[src/rtl/fbdiv_pkg.sv]
package fbdiv_pkg;

    localparam int PRE_CODE_W  = 6;
    localparam int FB_CODE_W   = 12;
    localparam int SYNC_STAGES = 2;

    typedef enum logic [1:0] {
        ST_HOLD  = 2'd0,
        ST_ARMED = 2'd1,
        ST_RUN   = 2'd2
    } fb_state_e;

endpackage

[src/rtl/fbdiv_sync.sv]
module fbdiv_sync #(
    parameter int STAGES    = 2,
    parameter bit RST_VAL   = 1'b0,
    parameter bit RISE_ONLY = 1'b0
) (
    input  logic clk,
    input  logic rst,
    input  logic d,
    output logic q
);
    logic [STAGES-1:0] sh;

    always_ff @(posedge clk) begin
        if (rst) sh <= {STAGES{RST_VAL}};
        else     sh <= {sh[STAGES-2:0], d};
    end

    generate
        if (RISE_ONLY) begin : g_rise
            logic last;
            always_ff @(posedge clk) begin
                if (rst) last <= RST_VAL;
                else     last <= sh[STAGES-1];
            end
            assign q = sh[STAGES-1] & ~last;

            AST_RISE_SINGLE: assert property (@(posedge clk) disable iff (rst)
                q |=> !q);
        end else begin : g_level
            assign q = sh[STAGES-1];
        end
    endgenerate
endmodule

[src/rtl/fbdiv_prediv.sv]
module fbdiv_prediv #(
    parameter int W = 6
) (
    input  logic         clk,
    input  logic         rst,
    input  logic [W-1:0] code,
    output logic         tick
);
    logic [W:0] pcnt;
    logic [W:0] plim;

    always_ff @(posedge clk) begin
        if (rst) begin
            pcnt <= '0;
            plim <= {1'b0, code} + (W+1)'(1);
        end else if (pcnt == plim) begin
            pcnt <= '0;
            plim <= {1'b0, code} + (W+1)'(1);
        end else begin
            pcnt <= pcnt + (W+1)'(1);
        end
    end

    assign tick = (pcnt == plim);

    AST_PRE_BOUND: assert property (@(posedge clk) disable iff (rst)
        pcnt <= plim);
    AST_PRE_SPACING: assert property (@(posedge clk) disable iff (rst)
        tick |=> !tick);
endmodule

[src/rtl/fbdiv_main.sv]
module fbdiv_main
    import fbdiv_pkg::*;
#(
    parameter int W = 12
) (
    input  logic         clk,
    input  logic         rst,
    input  logic         clr_ok,
    input  logic         ref_rise,
    input  logic         pre_tick,
    input  logic [W-1:0] code,
    output logic         fb_pulse,
    output logic         corr_en
);
    localparam logic [W-1:0] BYPASS_CODE = '1;

    function automatic logic [W:0] limit_of(input logic [W-1:0] c);
        if (c == BYPASS_CODE) return '0;
        return {1'b0, c} + (W+1)'(1);
    endfunction

    fb_state_e  st;
    logic [W:0] mcnt;
    logic [W:0] mlim;
    logic       pulse_q;
    logic       corr_q;

    always_ff @(posedge clk) begin
        if (rst) begin
            st      <= ST_ARMED;
            mcnt    <= '0;
            mlim    <= limit_of(code);
            pulse_q <= 1'b0;
            corr_q  <= 1'b1;
        end else begin
            pulse_q <= 1'b0;
            corr_q  <= clr_ok;
            if (!clr_ok) begin
                st <= ST_HOLD;
            end else begin
                case (st)
                    ST_HOLD: begin
                        st   <= ST_ARMED;
                        mcnt <= '0;
                    end
                    ST_ARMED: begin
                        if (ref_rise) begin
                            st   <= ST_RUN;
                            mcnt <= '0;
                            mlim <= limit_of(code);
                        end
                    end
                    ST_RUN: begin
                        if (pre_tick) begin
                            if (mcnt == mlim) begin
                                mcnt    <= '0;
                                mlim    <= limit_of(code);
                                pulse_q <= 1'b1;
                            end else begin
                                mcnt <= mcnt + (W+1)'(1);
                            end
                        end
                    end
                    default: st <= ST_ARMED;
                endcase
            end
        end
    end

    assign fb_pulse = pulse_q;
    assign corr_en  = corr_q;

    AST_MCNT_BOUND: assert property (@(posedge clk) disable iff (rst)
        mcnt <= mlim);
    AST_PULSE_WIDTH: assert property (@(posedge clk) disable iff (rst)
        fb_pulse |=> !fb_pulse);
    AST_ARMED_SILENT: assert property (@(posedge clk) disable iff (rst)
        (st == ST_ARMED) |=> !fb_pulse);
    AST_HOLD_SILENT: assert property (@(posedge clk) disable iff (rst)
        !corr_en |=> !fb_pulse);
endmodule

[src/rtl/fbdiv_resync.sv]
module fbdiv_resync
    import fbdiv_pkg::*;
#(
    parameter int PRE_W = PRE_CODE_W,
    parameter int FB_W  = FB_CODE_W
) (
    input  logic             clk,
    input  logic             rst,
    input  logic             clr_n,
    input  logic             ref_in,
    input  logic [PRE_W-1:0] pre_code,
    input  logic [FB_W-1:0]  fb_code,
    output logic             fb_pulse,
    output logic             corr_en
);
    logic ref_rise;
    logic clr_ok;
    logic pre_tick;

    fbdiv_sync #(.STAGES(SYNC_STAGES), .RST_VAL(1'b0), .RISE_ONLY(1'b1)) u_ref_sync (
        .clk(clk), .rst(rst), .d(ref_in), .q(ref_rise)
    );

    fbdiv_sync #(.STAGES(SYNC_STAGES), .RST_VAL(1'b1), .RISE_ONLY(1'b0)) u_clr_sync (
        .clk(clk), .rst(rst), .d(clr_n), .q(clr_ok)
    );

    fbdiv_prediv #(.W(PRE_W)) u_prediv (
        .clk(clk), .rst(rst), .code(pre_code), .tick(pre_tick)
    );

    fbdiv_main #(.W(FB_W)) u_main (
        .clk(clk), .rst(rst), .clr_ok(clr_ok), .ref_rise(ref_rise),
        .pre_tick(pre_tick), .code(fb_code),
        .fb_pulse(fb_pulse), .corr_en(corr_en)
    );
endmodule

[config.mk]
export PLATFORM = sky130hd
export DESIGN_NAME = fbdiv_resync
export DESIGN_NICKNAME = d
export VERILOG_FILES = /design/src/rtl/fbdiv_pkg.sv /design/src/rtl/fbdiv_sync.sv /design/src/rtl/fbdiv_prediv.sv /design/src/rtl/fbdiv_main.sv /design/src/rtl/fbdiv_resync.sv
export SDC_FILE = /design/constraint.sdc
export NUM_CORES = 1
export LEC_CHECK = 0
export BUFFER_PORTS_ARGS = -buffer_cell sky130_fd_sc_hd__buf_2
export CAP_MARGIN = 20
export CORE_UTILIZATION = 45
export DETAILED_ROUTE_END_ITERATION = 8
export GPL_TIMING_DRIVEN = 0
export PLACE_DENSITY = 0.75
export SLEW_MARGIN = 10
export SYNTH_ARGS = -nofsm -noshare
export SYNTH_HDL_FRONTEND = slang
export SYNTH_SLANG_ARGS = --single-unit
[constraint.sdc]
create_clock -name clk -period 4.5 [get_ports clk]
set_input_delay 1.35 -clock clk [delete_from_list [all_inputs] [get_ports clk]]
set_output_delay 1.35 -clock clk [all_outputs]
set_load 0.03 [all_outputs]
# After elaboration in Yosys (flattened, before gate mapping)

Cells that the tools add are included.

Flip-flop bits (word level): 49
Input port bits: 22
Logic and storage cells: 75
Output and inout port bits: 2

Equality and inequality tests: 12
Bitwise gates (word level): 5
Reduce and logical (&&, ||, !) cells: 12
Muxes and demuxes: 31
$add $sub $neg: 4

Operators by type and width:

| operator                                                                 | number |
|---|---|
| 13-bit two-way mux                                                       | 12 |
| 13-bit one-hot mux with 3 select lines                                   | 1 |
| 13-bit one-hot mux with 2 select lines                                   | 1 |
| 7-bit two-way mux                                                        | 2 |
| 12-bit by 1-bit adder with 13-bit output (second input constant)         | 1 |
| 13-bit by 1-bit adder with 13-bit output (second input constant)         | 1 |
| 13-bit equality test                                                     | 1 |
| 1-bit two-way mux                                                        | 13 |
| 12-bit equality test (second input constant)                             | 1 |
| 3-bit inequality test (second input constant)                            | 3 |
| 6-bit by 1-bit adder with 7-bit output (second input constant)           | 1 |
| 7-bit by 1-bit adder with 7-bit output (second input constant)           | 1 |
| 7-bit equality test                                                      | 1 |
| 2-bit inequality test (second input constant)                            | 3 |
| 3-bit nonzero test                                                       | 2 |
| 5-bit AND reduction                                                      | 1 |
| 1-bit NOT                                                                | 4 |
| 2-bit one-hot mux with 2 select lines                                    | 1 |
| 2-bit AND reduction                                                      | 2 |
| 4-bit AND reduction                                                      | 1 |
| 2-bit nonzero test                                                       | 2 |
| 2-bit OR reduction                                                       | 2 |
| 4-bit OR reduction                                                       | 1 |
| 3-bit by 2-bit inequality test with 1-bit output (second input constant) | 1 |
| 5 further kinds                                                          | 5 |

# Logic depth before layout (Yosys ltp)

Gate-level depths: netlist (run 1).

Depth after elaboration: 13
Gate-level depth with buffers: 7
Gate-level depth less buffers: 6

# By module

Synthesis (run 1) repeated with hierarchy kept, for this count alone.

Cell total of the unflattened synthesis: 248
Area, all modules: 2544.9 um^2

By module, submodules not included:

| module                  | cells an instance | instances | seq. area each (um^2) | area an instance (um^2) |
|---|---|---|---|---|
| fbdiv_main              | 174               | 1         | 730.7                 | 1679.1 |
| fbdiv_prediv            | 63                | 1         | 350.3                 | 725.7 |
| fbdiv_sync (u_ref_sync) | 7                 | 1         | 60.1                  | 87.6 |
| fbdiv_sync (u_clr_sync) | 4                 | 1         | 40.0                  | 52.6 |

# Least setup slack after synthesis (run 1)

No wires, ideal clock.

Kind: in2reg
From: input port fb_code[3]
To: register u_main.mlim[3], data pin
Arrival: 2181 ps
Data required time: 4235 ps
Stages on the path: 5
Setup time: 265 ps
Path slack: 2054 ps
Buffers on the path: 0
Cells stage by stage: and3_1 > and3_1 > nand4_1 > nor2_1 > nor2_1

Word-level cells in the longest chain between the ends: 13
Elaborated cells between the ends (all ways): 22
Those cells by class: 1 x add/sub; 1 x eq/ne; 20 x mux

Ends and longest elaborated chain:

| element                                | RTL line           | source |
|---|---|---|
| start: declaration                     | fbdiv_resync.sv:12 | `input logic [FB_W-1:0] fb_code,` |
| 12-bit equality test                   | fbdiv_main.sv:18   | `if (c == BYPASS_CODE) return '0;` |
| 1-bit two-way mux                      | fbdiv_main.sv:18   |  |
| 1-bit two-way mux                      | fbdiv_main.sv:55   | `if (mcnt == mlim) begin` |
| 1-bit two-way mux                      | fbdiv_main.sv:54   | `if (pre_tick) begin` |
| 1-bit two-way mux                      | fbdiv_main.sv:41   | `case (st)` |
| 1-bit two-way mux                      | fbdiv_main.sv:38   | `if (!clr_ok) begin` |
| 1-bit two-way mux                      | fbdiv_main.sv:29   | `if (rst) begin` |
| 13-bit two-way mux                     | fbdiv_main.sv:19   | `return {1'b0, c} + (W+1)'(1);` |
| 13-bit two-way mux                     | fbdiv_main.sv:55   |  |
| 13-bit two-way mux                     | fbdiv_main.sv:54   |  |
| 13-bit one-hot mux with 2 select lines | fbdiv_main.sv:41   |  |
| 13-bit two-way mux                     | fbdiv_main.sv:38   |  |
| 13-bit two-way mux (*)                 | fbdiv_main.sv:29   |  |
| end signal: assignment                 | fbdiv_main.sv:32   | `mlim <= limit_of(code);` |
| end signal: assignment                 | fbdiv_main.sv:50   | `mlim <= limit_of(code);` |
| end signal: assignment                 | fbdiv_main.sv:57   | `mlim <= limit_of(code);` |
| end: declaration                       | fbdiv_main.sv:24   | `logic [W:0] mlim;` |

Mark *: on every way between the ends. The rest lies on a longest branch, timed or not. The select of a mux whose other input is x is not followed.
A chain may end at the register's enable or synchronous reset.

# Worst setup path in the final report (run 1)

From: register u_main.mcnt[3]
To: register u_main.mlim[12] (enable)

Word-level cells in the longest chain between the ends: 3

Ends and longest elaborated chain:

| element                                                    | RTL line         | source |
|---|---|---|
| start: declaration                                         | fbdiv_main.sv:23 | `logic [W:0] mcnt;` |
| start signal: assignment                                   | fbdiv_main.sv:60 | `mcnt <= mcnt + (W+1)'(1);` |
| 13-bit equality test                                       | fbdiv_main.sv:55 |  |
| 3-bit by 2-bit inequality test with 1-bit output (no line) | n/a              |  |
| 5-bit AND reduction (no line)                              | n/a              |  |

Every way passes these cells.

==> results of run 1 <==
[registers in the layout (all words and copies together) (netlist names)]
name and count:
u_clr_sync.sh 2, u_main.corr_en 1, u_main.fb_pulse 1, u_main.mcnt 13, u_main.mlim 13, u_main.st 2
u_prediv.pcnt 7, u_prediv.plim 7, u_ref_sync.g_rise.last 1, u_ref_sync.sh 2
[placed cells by master (no fill, tap or decap), types with 3 or more instances in the layout]
master	synthesis	routed
a21oi_1	5	5
a221o_2	4	4
and3_1	12	12
buf_2	1	24
clkbuf_1	2	3
clkbuf_8	0	5
dfxtp_1	29	29
edfxtp_1	20	20
ha_1	4	4
inv_1	5	5
nand2_1	8	8
nand3_1	21	21
nand4_1	5	5
nor2_1	24	24
nor2b_1	6	6
nor3_1	12	12
nor4_1	3	3
or2_2	4	4
xnor2_1	27	27
xor2_1	18	18
[report_power, final]
| group | switching [mW] | internal, mW | leakage, nW |
|---|---|---|---|
| clock | 0.143 | 0.143 | 0.0534 |
| combinational | 0.0407 | 0.0305 | 0.546 |
| sequential | 0.00941 | 0.483 | 0.432 |
| total | 0.194 | 0.657 | 1.03 |
[area by class of cell]
cell class | count | share of cell area
Sequential cell | 49 | 0.444
Multi-Input combinational cell | 170 | 0.429
Timing Repair Buffer | 23 | 0.0433
Clock buffer | 7 | 0.0367
Tap cell | 67 | 0.0315
Inverter | 5 | 0.00706
Buffer | 4 | 0.00659
Clock inverter | 1 | 0.00188
[critical path: cells and delay by family, from the launching register on]
kind,cells,cell delay [ps]
AOI/OAI and AO/OA,2,790
and+or+nand+nor,3,740
DFF,1,310
xor gates and xnor gates,1,180
buffers and inverters,1,160
[routing by layer]
layer / GRT usage / up-vias / part of all wire
met5: 0 / - / 0
met4: 0.0713 / 0 / 0.019
met3: 0.0447 / 9 / 0.044
met2: 0.285 / 45 / 0.49
met1: 0.195 / 747 / 0.45
li1: - / 865 / -
[worst paths after layout]
check                                      start                to
worst max-delay path              u_main.mcnt[3]   u_main.mlim[12]
worst min-delay path            u_clr_sync.sh[0]  u_clr_sync.sh[1]
worst max register to register    u_main.mcnt[3]   u_main.mlim[12]
worst min register to register  u_clr_sync.sh[0]  u_clr_sync.sh[1]
[metrics by stage]
step	total power, mW	utilization	setup slack (ps)	area [um^2]
after floorplan	0.548	-	2050	2360
after global placement	0.572	0.524	1750	2560
after detailed placement	0.574	0.524	1760	2560
after CTS	0.855	0.545	1930	2660
after global routing	0.883	0.545	1740	2660
final	0.850	0.545	1960	2660
[kinds of logic (layout without fill, tap and decap cells)]
family | after synthesis | count (layout) | share of synthesized area
DFF | 49 | 49 | 0.501
other | 1 | 1 | 0.00159
AOI/OAI and AO/OA | 17 | 17 | 0.0626
buffers and inverters | 9 | 40 | 0.0154
and+or+nand+nor | 103 | 103 | 0.231
xor gates and xnor gates | 45 | 45 | 0.167
adders and majority gates | 4 | 4 | 0.0212
==> results.md, run 1 <==
- Worst EP arrival: 2480 ps
- Drt first pass iters: 5
- Setup TNS: 0 ps
- Routed wire per std cell: 12.4 um
- Hold_ws: 417 ps
- Status: finished clean
- Final Skew: 11.2 ps
- Worst-Skew Late Latency: 300 ps
- Worst setup EP type: flip-flop
- Hold buffer count at cts: 0
- Total GRT Usage: 0.166
- Cell total after placement: 318
- Worst EP required: 4440 ps
- Finished Layout Cells: 326
- Measured slew at the worst slew-check pin: 685 ps
- Routed vias/inst: 5.11
- Final setup vio count: 0
- Share of cells above drive strength 1: 0.170
- Total of max-cap violations: 0
- Num CTS Buffers: 5
- Core Region: 4880 um^2
- Final #Nets: 284
- Setup Fix Bufs, Post-CTS: 0
- Final min period: 2540 ps
- Multi-input gate area in the final layout: 1140 um^2
- Post-synth EDFFs: 20
- Clk root buf: clkbuf_8
- GPL Wtd Cong: 0.795
- Mapped Nets: 254
- Die width: 74.4 um
- Detailed Place HPWL: 2860 um
- Post-DRT Antenna Nets: 0
- Cells along the critical path: buf_2, xnor2_1, nand3_1, nor3_1, nand2_1, o31ai_1, a21o_1
- DIE AREA: 5530 um^2
- Ant diodes: 0
- Count leader, synth: dfxtp_1
- Fillers: 443
- TritonCTS clock tree: yes
- Post-CTS sizing: 0
- Ys Warns: 0
- Clock slew at reported path FFs: 90 ps
- Hold WC Path Type: flip-flop to flip-flop
- IO Pins: 24
- Number of violations reported at the end of detailed-routing iteration 0: 71
- Fmax: 393 MHz
- R2R depth: 7
- CP Launch Type: flip-flop
- Residual DRC: 0
- Post-synth top area share: 0.255
- Standard-cell rows: 25
- Sequential area share after synthesis: 0.501
- Storage cell area: 1180 um^2
- Slowest CP cell: a21o_1
- H-tree depth: 2
- CTS Sinks: 49
- Pin count of the biggest net entering global routing: 16
- Dominant synthesized flop cell: dfxtp_1
- Gate Count Post-Synth: 228
- Post-Syn Area: 2360 um^2
- Synth-to-layout area growth: 12.8%
- Distinct cells, synth: 34
- Syn_area_per_cell: 10.3 um^2
- RSZ-0062 raised after global routing: false
- Min-Delay Path Depth: 1
- Most frequent cells after synthesis: 29 x dfxtp_1, 27 x xnor2_1, 24 x nor2_1, 21 x nand3_1, 20 x edfxtp_1
- Via count: 1666
- Pleak: 1.03 nW
- Vias in the first global route: 1554
- Async S/R FF share, synth: 0
- Worst relative slew slack: 0.543
- Power per cell area: 320 nW/um^2
- Cell taking the most area after synthesis: edfxtp_1
- # port buffers: 23
- Ratio of final minimum period to clock period: 0.565
- Die Y: 74.4 um
- Final count of hold timing violations: 0
- #FFs+latches synth: 49
- Grt total ovfl: 0
- CP peak stage delay: 480 ps
- First-pass GRT wire length: 6910 um
- CTS Buffer Depth: 2
- Setup Crit Path Kind: flip-flop to flip-flop
- Initial core utilization: 0.483
- Max-slew violation count: 0
- Reg2Reg Setup Slack: 1960 ps
- Crit-path max FO: 13
- Synth top area cells: edfxtp_1 25%, dfxtp_1 25%, xnor2_1 10%
- Initial antenna violation count: 0
- Max IR drop VDD: 0.184 mV
- Post-Route WL: 4050 um
Note: power is estimated with default switching activity, not from simulation.
==> run 2: changes to the inputs <==
--- a/config.mk
+++ b/config.mk
@@ -5,12 +5,13 @@
 export SDC_FILE = /design/constraint.sdc
 export NUM_CORES = 1
 export LEC_CHECK = 0
+export ABC_AREA = 1
 export BUFFER_PORTS_ARGS = -buffer_cell sky130_fd_sc_hd__buf_2
 export CAP_MARGIN = 20
 export CORE_UTILIZATION = 45
 export DETAILED_ROUTE_END_ITERATION = 8
 export GPL_TIMING_DRIVEN = 0
-export PLACE_DENSITY = 0.75
+export PLACE_DENSITY = 0.76
 export SLEW_MARGIN = 10
 export SYNTH_ARGS = -nofsm -noshare
 export SYNTH_HDL_FRONTEND = slang
==> constraint.sdc (replaced) <==
create_clock -name clk -period 2.1 [get_ports clk]
set_input_delay 0.63 -clock clk [delete_from_list [all_inputs] [get_ports clk]]
set_output_delay 0.63 -clock clk [all_outputs]
set_load 0.03 [all_outputs]
==> run 2 against run 1 <==
Clock power rose by 99%. Highest routed layer unchanged. Total power rose by 120%. Via count rose by 43%. Synthesized area rose by 17%. Final cell count rose by 53%.
==> results.md, run 2 <==
- Measured slew at the worst slew-check pin: 523 ps
- Sequential area share after synthesis: 0.428
- Design area: 3100 um^2
- Num CTS Buffers: 5
- Synth-to-layout area growth: 12.1%
- Post-Route WL: 5460 um
- Die Y: 80.3 um
- Final setup vio count: 0
- Critical path launch point: u_prediv.pcnt[2]
- Ys Warns: 0
- Largest delay share family, worst path: simple AND/OR/NAND/NOR gates
- Setup Crit Path Kind: flip-flop to flip-flop
- Most common library cell in the layout ignoring fill and taps: nand2_1
- Status: finished clean
- Clock slew at reported path FFs: 90 ps
- H-tree depth: 2
- # port buffers: 23
- Count leader, synth: nand2_1
- Most frequent cells after synthesis: 98 x nand2_1, 82 x nor2_1, 64 x inv_1, 30 x nand3_1, 29 x dfxtp_1
- Worst EP required: 2120 ps
- GPL Wtd Cong: 0.825
- Ratio of final minimum period to clock period: 0.933
- Pleak: 1.41 nW
- Detailed Place HPWL: 4030 um
- Standard-cell rows: 28
- Post-DRT Antenna Nets: 0
- Crit path top cell by count: nand2_1
- Post-Syn Area: 2760 um^2
- IO Pins: 24
- Ant diodes: 0
- Residual DRC: 0
- Post-synth top area share: 0.217
- Worst EP arrival: 1980 ps
- Hold WC Path Type: flip-flop to flip-flop
- CTS Buffer Depth: 2
- Hold path start: u_ref_sync.sh[0]
- Via count: 2385
- Syn_area_per_cell: 7.06 um^2
- CTS Sinks: 49
- Most frequent cells in the layout: 98 x nand2_1, 81 x nor2_1, 64 x inv_1
- Final Skew: 7.70 ps
- Fillers: 566
- Pin count of the biggest net entering global routing: 16
- Crit-path max FO: 13
- GR Layer Usage met3: 0.0284
- Share of cells above drive strength 1: 0.118
- Tot Pwr: 1.86 mW
- CP Launch Type: flip-flop
- Initial core utilization: 0.466
- DIE AREA: 6450 um^2
- Mapped Nets: 417
- Routed wire per std cell: 11.0 um
- Dominant synthesized flop cell: dfxtp_1
- Cell taking the most area after synthesis: edfxtp_1
- First-pass GRT wire length: 9250 um
- Synth top area cells: edfxtp_1 22%, dfxtp_1 21%, nand2_1 13%
- CP peak stage delay: 410 ps
- Worst relative slew slack: 0.651
- Reg2Reg Launch Point: u_prediv.pcnt[2]
- Number of violations reported at the end of detailed-routing iteration 0: 145
- Largest regs: u_main.mcnt x13, u_main.mlim x13
- Gate Count Post-Synth: 391
- Clk root buf: clkbuf_8
- GR Layer Usage met1: 0.229
- GRT met2 Usage: 0.323
- Total of max-cap violations: 0
- Max-slew violation count: 0
- Hold buffer count at cts: 0
- Cells along the critical path: inv_1, nand2_1, nand2_1, nor2_1, nand2_1, nor2_2, inv_1, o21bai_1, nor3b_4, buf_12
- Final count of hold timing violations: 0
- Worst setup EP type: flip-flop
- TritonCTS clock tree: yes
- Slowest CP cell: dfxtp_1
- Distinct cells, synth: 34
- Routed vias/inst: 4.79
- Vias in the first global route: 2221
- Worst-Skew Late Latency: 310 ps
- Number of buffers and inverters on the critical path: 3
- Final min period: 1960 ps
- #FFs+latches synth: 49
- Core Region: 5920 um^2
- Post-synth EDFFs: 20
- Placed inst area: 2980 um^2
- Core Util, Final: 0.523
- Max IR drop VDD: 0.351 mV
- Initial antenna violation count: 0
- Total GRT Usage: 0.187
- Grt total ovfl: 0
- GRT Max-Usage Layer: met2
- Final #Nets: 448
- Die width: 80.3 um
- RSZ-0062 raised after global routing: false
- Drt first pass iters: 4
- Power per cell area: 600 nW/um^2
- Fmax: 511 MHz
- Async S/R FF share, synth: 0
- Hold_ws: 407 ps
-- run 2: cell count changes in the layout (fill, tap and decap cells not counted), sizes merged, moves of 6 or more --
cell	delta
and3	-12
inv	+60
nand2	+91
nand3	+9
nor2	+59
nor2b	-6
nor3	-8
xnor2	-23
-- run 2: repair_timing --
item	4_1_cts	5_1_grt
buffers inserted	1	0
cloned	0	0
resized for setup	1	4
endpoints found under the setup margin	13	13
pin swaps	1	0
-- run 2: worst paths after layout --
check                     endpoint  slack (ps)  cells past startpoint
setup / recovery    u_main.mlim[7]         140                     10
hold / removal    u_ref_sync.sh[1]         410                      2
setup reg to reg    u_main.mlim[7]         140                     10
hold reg to reg   u_ref_sync.sh[1]         410                      2
-- run 2: layout make-up --
class,count,area [um^2],area share
Inverter,67,256,0.0829
Clock buffer,7,80.1,0.0259
Clock inverter,1,8.76,0.00283
Buffer,5,33.8,0.0109
Sequential cell,49,1180,0.382
Multi-Input combinational cell,270,1310,0.422
Tap cell,75,93.8,0.0303
Timing Repair Buffer,24,135,0.0437
-- run 2: worst register-to-register path, stage by stage, from the launching register on --
cell,delay [ps]
dfxtp_1,410
inv_1,70
nand2_1,60
nand2_1,50
nor2_1,110
nand2_1,110
nor2_2,150
inv_1,90
o21bai_1,190
nor3b_4,260
buf_12,170
-- run 2: cells by family after synthesis --
logic type	count (synthesis)	synth area share
buffers and inverters	72	0.105
other	1	0.00136
xor gates and xnor gates	20	0.0634
and+or+nand+nor	234	0.356
adders and majority gates	4	0.0181
DFF	49	0.428
AOI/OAI and AO/OA	11	0.0290
-- run 2: power by group --
group	switching, mW	internal (mW)
clock	0.318	0.252
sequential	0.0271	1.05
combinational	0.128	0.0866
-- run 2: metal layers --
layer,part of all wire,wire (um),vias to the layer above
met5,0,0,-
li1,-,-,1253
met4,0.022,120,0
met2,0.46,2530,56
met3,0.049,269,10
met1,0.47,2540,1066
-- run 2: through the flow --
stage | setup WS, ps | std cells | setup TNS (ps)
after global routing | 9.66 | 498 | 0
after global placement | -457 | 489 | -5980
final | 141 | 498 | 0
after floorplan | 80.7 | 391 | 0
after CTS | 51.2 | 498 | 0
after detailed placement | -483 | 489 | -6360
